===== config.mk =====
export PLATFORM = sky130hd
export DESIGN_NAME = rst_sequencer
export DESIGN_NICKNAME = d
export VERILOG_FILES = /design/src/rtl/rst_seq_pkg.sv /design/src/rtl/rst_seq_sync.sv /design/src/rtl/rst_seq_filter.sv /design/src/rtl/rst_seq_hold.sv /design/src/rtl/rst_seq_strobe.sv /design/src/rtl/rst_sequencer.sv
export SDC_FILE = /design/constraint.sdc
export NUM_CORES = 1
export LEC_CHECK = 0
export CORE_ASPECT_RATIO = 0.8
export CORE_MARGIN = 2
export CORE_UTILIZATION = 40
export CTS_CLUSTER_DIAMETER = 80
export DETAILED_ROUTE_END_ITERATION = 8
export GPL_ROUTABILITY_DRIVEN = 0
export PLACE_DENSITY = 0.7
export SLEW_MARGIN = 20
export SYNTH_ARGS = -nofsm -noshare
export SYNTH_HDL_FRONTEND = slang
export SYNTH_HIERARCHICAL = 1
export SYNTH_SLANG_ARGS = --single-unit
export TNS_END_PERCENT = 30

===== constraint.sdc =====
create_clock -name clk -period 2.1 [get_ports clk]
set_input_delay 0.42 -clock clk [delete_from_list [all_inputs] [get_ports clk]]
set_output_delay 0.42 -clock clk [all_outputs]
set_load 0.02 [all_outputs]

===== src/rtl/rst_seq_pkg.sv =====
package rst_seq_pkg;
  typedef enum logic {
    ST_RUN  = 1'b0,
    ST_HELD = 1'b1
  } hold_state_e;
endpackage


===== src/rtl/rst_seq_sync.sv =====
module rst_seq_sync #(
  parameter int STAGES = 2
) (
  input  logic clk,
  input  logic rst,
  input  logic d_in,
  output logic q_out
);
  logic [STAGES-1:0] chain;

  generate
    for (genvar i = 0; i < STAGES; i++) begin : g_stage
      if (i == 0) begin : g_first
        always_ff @(posedge clk) begin
          if (rst) chain[0] <= 1'b1;
          else     chain[0] <= d_in;
        end
      end else begin : g_next
        always_ff @(posedge clk) begin
          if (rst) chain[i] <= 1'b1;
          else     chain[i] <= chain[i-1];
        end
      end
    end
  endgenerate

  assign q_out = chain[STAGES-1];
endmodule


===== src/rtl/rst_seq_filter.sv =====
module rst_seq_filter #(
  parameter int FILT_CLKS = 4
) (
  input  logic clk,
  input  logic rst,
  input  logic pin_low,
  input  logic busy,
  output logic confirm
);
  localparam int CW = $clog2(FILT_CLKS + 1);
  localparam logic [CW-1:0] LAST = CW'(FILT_CLKS - 1);

  logic [CW-1:0] low_cnt;

  assign confirm = !busy && pin_low && (low_cnt == LAST);

  always_ff @(posedge clk) begin
    if (rst || busy || !pin_low) low_cnt <= '0;
    else if (low_cnt != LAST)    low_cnt <= low_cnt + 1'b1;
  end
endmodule


===== src/rtl/rst_seq_hold.sv =====
module rst_seq_hold
  import rst_seq_pkg::*;
#(
  parameter int HOLD_CLKS = 18
) (
  input  logic clk,
  input  logic rst,
  input  logic confirm,
  input  logic pin_low,
  output logic core_rst,
  output logic rst_nxt,
  output logic pc_load
);
  localparam int HW = $clog2(HOLD_CLKS + 1);
  localparam logic [HW-1:0] HLAST = HW'(HOLD_CLKS - 1);

  hold_state_e state;
  logic [HW-1:0] hcnt;
  logic release_now;

  assign release_now = (state == ST_HELD) && (hcnt >= HLAST) && !pin_low;
  assign rst_nxt     = (state == ST_HELD) ? !release_now : confirm;
  assign core_rst    = (state == ST_HELD);

  always_ff @(posedge clk) begin
    if (rst) begin
      state   <= ST_RUN;
      hcnt    <= '0;
      pc_load <= 1'b0;
    end else begin
      pc_load <= release_now;
      state   <= rst_nxt ? ST_HELD : ST_RUN;
      if (state != ST_HELD)  hcnt <= '0;
      else if (hcnt < HLAST) hcnt <= hcnt + 1'b1;
    end
  end
endmodule


===== src/rtl/rst_seq_strobe.sv =====
module rst_seq_strobe (
  input  logic clk,
  input  logic rst,
  input  logic rst_nxt,
  input  logic core_rst,
  output logic ds_n,
  output logic as_n
);
  always_ff @(posedge clk) begin
    if (rst) begin
      ds_n <= 1'b1;
      as_n <= 1'b1;
    end else begin
      ds_n <= !rst_nxt;
      if (!rst_nxt)      as_n <= 1'b1;
      else if (core_rst) as_n <= !as_n;
      else               as_n <= 1'b0;
    end
  end
endmodule


===== src/rtl/rst_sequencer.sv =====
module rst_sequencer #(
  parameter int          SYNC_STAGES = 2,
  parameter int          FILT_CLKS   = 4,
  parameter int          HOLD_CLKS   = 18,
  parameter int          PC_W        = 16,
  parameter logic [31:0] START_ADDR  = 32'h0000_000C
) (
  input  logic            clk,
  input  logic            rst,
  input  logic            ext_rst_n,
  output logic            core_rst,
  output logic            ds_n,
  output logic            as_n,
  output logic            pc_load,
  output logic [PC_W-1:0] pc_vec
);
  logic pin_q;
  logic pin_low;
  logic confirm;
  logic rst_nxt;

  rst_seq_sync #(.STAGES(SYNC_STAGES)) u_sync (
    .clk(clk), .rst(rst), .d_in(ext_rst_n), .q_out(pin_q)
  );

  assign pin_low = !pin_q;

  rst_seq_filter #(.FILT_CLKS(FILT_CLKS)) u_filt (
    .clk(clk), .rst(rst), .pin_low(pin_low), .busy(core_rst), .confirm(confirm)
  );

  rst_seq_hold #(.HOLD_CLKS(HOLD_CLKS)) u_hold (
    .clk(clk), .rst(rst), .confirm(confirm), .pin_low(pin_low),
    .core_rst(core_rst), .rst_nxt(rst_nxt), .pc_load(pc_load)
  );

  rst_seq_strobe u_strb (
    .clk(clk), .rst(rst), .rst_nxt(rst_nxt), .core_rst(core_rst),
    .ds_n(ds_n), .as_n(as_n)
  );

  assign pc_vec = START_ADDR[PC_W-1:0];
endmodule


==> results of run 1 <==
cells in the mapped netlist (2+ instances only):
cell type,number
inv_1,6
nor2_1,4
dfxtp_1,14
buf_4,16
a21oi_1,4
nor3_1,2
xor2_1,2
conb_1,2
o31a_2,2
nand2b_1,2
ha_1,4
or2_1,2
a211oi_2,2
cell families (layout without fill, tap and decap cells):
kind of cell | count (synthesis) | in the layout | share of synthesized area
buffers and inverters | 22 | 16 | 0.1929
adders and majority gates | 4 | 4 | 0.06768
other | 2 | 16 | 0.01016
DFF | 14 | 14 | 0.3790
and+or+nand+nor | 19 | 19 | 0.1861
xor gates and xnor gates | 2 | 2 | 0.02369
AOI/OAI and AO/OA | 12 | 12 | 0.1269
muxes | 1 | 1 | 0.01354
worst register-to-register path: cells and delay by family (launching register included):
kind            cells  cell delay, ns
compound gates      2            0.37
flops               1            0.35
simple gates        3            0.33
fa+ha+maj           2            0.43
final cells by class:
| type | instances | area (um2) |
|---|---|---|
| Fill cell | 169 | 879.6 |
| Tap cell | 22 | 27.53 |
| Sequential cell | 14 | 280.3 |
| Multi-Input combinational cell | 54 | 369.1 |
| Inverter | 6 | 22.52 |
| Timing Repair Buffer | 6 | 60.06 |
| Clock buffer | 4 | 36.28 |
metrics by stage:
stage	setup WS [ns]	cell area, um2	util	hold slack [ns]	total power [mW]
floorplan	0.6179	792.0	-	0.3832	0.3270
global placement	0.5169	759.5	0.4533	0.3883	0.3092
detailed placement	0.4847	759.5	0.4533	0.3919	0.3096
CTS	0.2762	795.8	0.4750	0.4120	0.4969
global route	0.1861	795.8	0.4750	0.4418	0.5154
finish	0.2887	795.8	0.4750	0.4094	0.4885
worst max path at each step:
stage                 startpoint                end
2_1_floorplan  u_filt/low_cnt[0]        u_strb/as_n
3_3_place_gp                 rst  u_filt/low_cnt[2]
3_5_place_dp                 rst  u_filt/low_cnt[2]
4_1_cts          u_hold/core_rst           core_rst
5_1_grt          u_hold/core_rst           core_rst
6_report         u_hold/core_rst           core_rst
metal layers:
metal / GRT usage / part of all wire / routed length (um)
met1: 0.1264 / 0.45 / 416
met2: 0.1367 / 0.40 / 363
met3: 0.05357 / 0.11 / 98
met4: 0.09474 / 0.039 / 36
met5: 0 / 0 / 0
flip-flops by register name, summed over array words and instances (netlist names):
name	cells
u_sync/q_out	1
u_sync/chain	1
u_hold/hcnt	5
u_strb/ds_n	1
u_hold/pc_load	1
u_strb/as_n	1
u_filt/low_cnt	3
u_hold/core_rst	1
power breakdown:
group	leakage [nW]	switching (mW)	internal (mW)
registers	0.113	0.000667	0.268
clock network	0.0210	0.0794	0.105
logic	0.198	0.0286	0.00689
==> flow_metrics.py, run 1 <==
metrics = {
    "global_route": {
        "grt_max_degree": 9,
        "grt_pass1_vias": 376,
        "globalRouteTotalUtil": 0.1066,
        "grt_remaining_overflow": 0,
        "antenna_found_initial": 0,
        "grt_pass1_wl_um": 1628,
    },
    "clock_tree": {
        "clk_latency_ns": 0.28,
        "cts_root_buf": "clkbuf_4",
        "cts-resized-gates": 0,
        "clkTransAtPathRegs_ns": 0.08,
        "cts_hold_buf": 0,
        "cts_setup_buffers": 0,
        "clk_path_buf_depth": 2,
        "cts_tree": "built",
        "cts_made_buffers": 3,
        "cts_sinks": 14,
        "htreeDepth": 1,
    },
    "final_layout": {
        "final_cell_count_no_fill": 106,
        "layout-drive-gt1-share": 0.1548,
        "final_cell_mix": "conb_1 (16), dfxtp_1 (14), inv_1 (6), clkdlybuf4s50_1 (6)",
        "diodes": 0,
        "area.growth.synth_to_final_pct": 7.614,
        "mostFrequentLayoutCell": "conb_1",
        "nNetsFinal": 92,
    },
    "logic_synthesis": {
        "synthCells": 76,
        "synthDistinctLibCells": 27,
        "synth-async-reset-ratio": 0,
        "ys.flop_type": "dfxtp_1",
        "synth-seq-area-share": 0.3790,
        "ys_warn_count": 6,
        "syn_area_per_cell_um2": 9.730,
        "yosysTopAreaCell": "dfxtp_1",
        "synth_area_um2": 739.5,
        "synth_top_area_frac": 0.3790,
        "synth_seq_cells": 14,
        "synthTopCellsByArea": "dfxtp_1 (38%), buf_4 (16%), ha_1 (6.8%)",
        "synth_edf_count": 0,
    },
    "critical_path": {
        "required_ns": 1.68,
        "cpLargestDelayFamily": "buffers and inverters",
        "start_kind": "register",
        "arrival_ns": 1.39,
        "worstSetupPathType": "register to primary output",
        "reg2reg_slack_ns": 0.51,
        "crit_buf_inv": 1,
        "max_stage_delay_ns": 0.66,
        "crit_fanout": 8,
        "timing.rr.start": "u_filt/low_cnt[0]",
        "cpMaxStageDelayCell": "clkdlybuf4s50_1",
        "path_cells": "clkdlybuf4s50_1",
        "timing.rr.end": "u_strb/as_n",
        "crit_cells": 1,
        "crit_path_end_kind": "primary output",
        "reg2regPathDepth": 7,
    },
    "sta": {
        "setup_tns_ns": 0,
        "hold_violations": 0,
        "max_freq_ghz": 0.5521,
        "finalSetupViolCount": 0,
        "final.min_clock_period_ns": 1.811,
        "drv_slew": 0,
        "finClkSkew_ns": 0.006073,
        "rsz0062_at_grt": "false",
        "fin_crit_sh": 0.8625,
    },
    "drt": {
        "ant_nets": 0,
        "routed_wl_um": 915,
        "vias": 454,
        "drcViolationCount": 0,
        "drt_pass1_iterations": 4,
        "via_per_inst": 4.283,
        "drt_iter0_markers": 2,
        "routedWlPerCell_um": 8.632,
    },
    "pwr": {
        "vdd_drop_max_uv": 387.5,
        "powerDensity_nw_per_um2": 613.9,
        "p_leak_nw": 0.3324,
    },
    "flow_run": {
        "max_cap_violations": 0,
    },
    "worst_hold_path": {
        "hold_depth": 1,
        "min_to": "u_sync/q_out",
        "hp-class": "register to register",
        "holdCritStartpoint": "u_sync/chain[0]",
    },
    "placed_design": {
        "dp_cells": 102,
        "hpwl_um": 706.3,
        "port_buffers": 6,
    },
    "die": {
        "die_w_um": 52.07,
        "core_area_um2": 1675,
        "start_util": 0.4414,
        "dieArea_um2": 2211,
        "rows": 13,
        "die_h_um": 42.46,
        "io_pins": 23,
    },
    "run_status": {
        "status": "complete, no violations",
    },
}
(Power assumes the default switching activity.)
==> run 2: changes to the inputs <==
- RECOVER_POWER: unset -> 50
==> run 2 against run 1 <==
- via count is 0.88% higher
- first-iteration DRC count stayed put
- clock-buffer cell count stayed put
- fmax is 0.54% higher
- critical endpoint unchanged
- highest routed layer unchanged
==> flow_metrics.py, run 2 (same netlist as run 1, synthesis figures left out) <==
metrics = {
    "sta": {
        "final.min_clock_period_ns": 1.801,
        "finClkSkew_ns": 0.005677,
        "drv_slew": 0,
        "fin_ws_ns": 0.2985,
        "setup_tns_ns": 0,
        "fin_crit_sh": 0.8578,
        "finalSetupViolCount": 0,
        "holdWs_ns": 0.4093,
        "hold_violations": 0,
        "rsz0062_at_grt": "false",
        "max_freq_ghz": 0.5551,
    },
    "final_layout": {
        "nFillCells": 170,
        "fin_area_um2": 793.3,
        "final_cell_mix": "conb_1 (16), dfxtp_1 (14), inv_1 (6), clkdlybuf4s50_1 (5)",
        "mostFrequentLayoutCell": "conb_1",
        "regArea_um2": 280.3,
        "multi_input_area_um2": 366.6,
        "nNetsFinal": 92,
        "top_regs": "u_hold/hcnt: 5 flops, u_filt/low_cnt: 3 flops",
        "layout-drive-gt1-share": 0.1429,
        "top_register": "u_hold/hcnt",
        "final_cell_count_no_fill": 106,
        "diodes": 0,
        "largest_reg_flops": 5,
        "area.growth.synth_to_final_pct": 7.276,
        "utilization": 0.4735,
    },
    "critical_path": {
        "path_cells": "clkdlybuf4s50_1",
        "required_ns": 1.68,
        "max_stage_delay_ns": 0.65,
        "crit_buf_inv": 1,
        "worstSetupPathType": "register to primary output",
        "arrival_ns": 1.38,
        "timing.rr.end": "u_strb/as_n",
        "cpMaxStageDelayCell": "clkdlybuf4s50_1",
        "reg2regPathDepth": 7,
        "cpLargestDelayFamily": "buffers and inverters",
        "timing.rr.start": "u_filt/low_cnt[0]",
        "crit_fanout": 8,
        "crit_path_end_kind": "primary output",
        "start_kind": "register",
        "reg2reg_slack_ns": 0.51,
    },
    "drt": {
        "drt_iter0_markers": 2,
        "routed_wl_um": 909,
        "ant_nets": 0,
        "vias": 458,
        "drcViolationCount": 0,
        "drt_pass1_iterations": 3,
        "routedWlPerCell_um": 8.575,
        "via_per_inst": 4.321,
    },
    "global_route": {
        "grt_max_degree": 9,
        "antenna_found_initial": 0,
        "globalRouteTotalUtil": 0.1066,
        "grt_remaining_overflow": 0,
        "grt_pass1_vias": 376,
        "grt_pass1_wl_um": 1628,
    },
    "placed_design": {
        "placed_cell_area_um2": 759.5,
        "dp_cells": 102,
        "dp_slack_ns": 0.4847,
        "port_buffers": 6,
        "hpwl_um": 706.3,
    },
    "worst_hold_path": {
        "hp-class": "register to register",
        "holdCritStartpoint": "u_sync/chain[0]",
        "min_to": "u_sync/q_out",
        "hold_depth": 1,
    },
    "die": {
        "die_h_um": 42.46,
        "die_w_um": 52.07,
        "start_util": 0.4414,
        "core_area_um2": 1675,
        "rows": 13,
        "io_pins": 23,
        "dieArea_um2": 2211,
    },
    "flow_run": {
        "max_cap_violations": 0,
    },
    "run_status": {
        "status": "complete, no violations",
    },
    "clock_tree": {
        "clk_latency_ns": 0.27,
        "cts_sinks": 14,
        "cts_setup_buffers": 0,
        "cts_made_buffers": 3,
        "cts_tree": "built",
        "cts_root_buf": "clkbuf_4",
        "cts_hold_buf": 0,
        "clk_path_buf_depth": 2,
        "cts-resized-gates": 0,
        "htreeDepth": 1,
        "clkTransAtPathRegs_ns": 0.08,
    },
    "pwr": {
        "power.total_uw": 487.5,
        "vdd_drop_max_uv": 386.7,
        "p_leak_nw": 0.3305,
        "powerDensity_nw_per_um2": 614.6,
    },
}
[run 2: final cells by class]
class	count	share of cell area
flip-flops and latches	14	0.3533
clock buffers	4	0.04574
multi-input cells	54	0.4621
inverters	6	0.02839
well taps	22	0.03470
repair buffers	6	0.07571
[run 2: worst max-delay path by stage]
stage	from	end	slack (ns)	cells past startpoint
2_1_floorplan	u_filt/low_cnt[0]	u_strb/as_n	0.62	7
3_3_place_gp	rst	u_filt/low_cnt[2]	0.52	3
3_5_place_dp	rst	u_filt/low_cnt[2]	0.48	3
4_1_cts	u_hold/core_rst	core_rst	0.28	1
5_1_grt	u_hold/core_rst	core_rst	0.20	1
6_report	u_hold/core_rst	core_rst	0.30	1
[run 2: where the power goes]
| group | switching [mW] | total, mW | internal, mW |
|---|---|---|---|
| Clock | 0.0793 | 0.185 | 0.105 |
| Combinational | 0.0285 | 0.0346 | 0.00605 |
| Sequential | 0.000664 | 0.268 | 0.268 |
[run 2: layer usage]
metal,global-route usage,up-vias,part of all wire
li1,-,238,-
met1,0.1264,192,0.46
met2,0.1367,23,0.39
met3,0.05357,5,0.11
met4,0.09474,0,0.040
met5,0,-,0
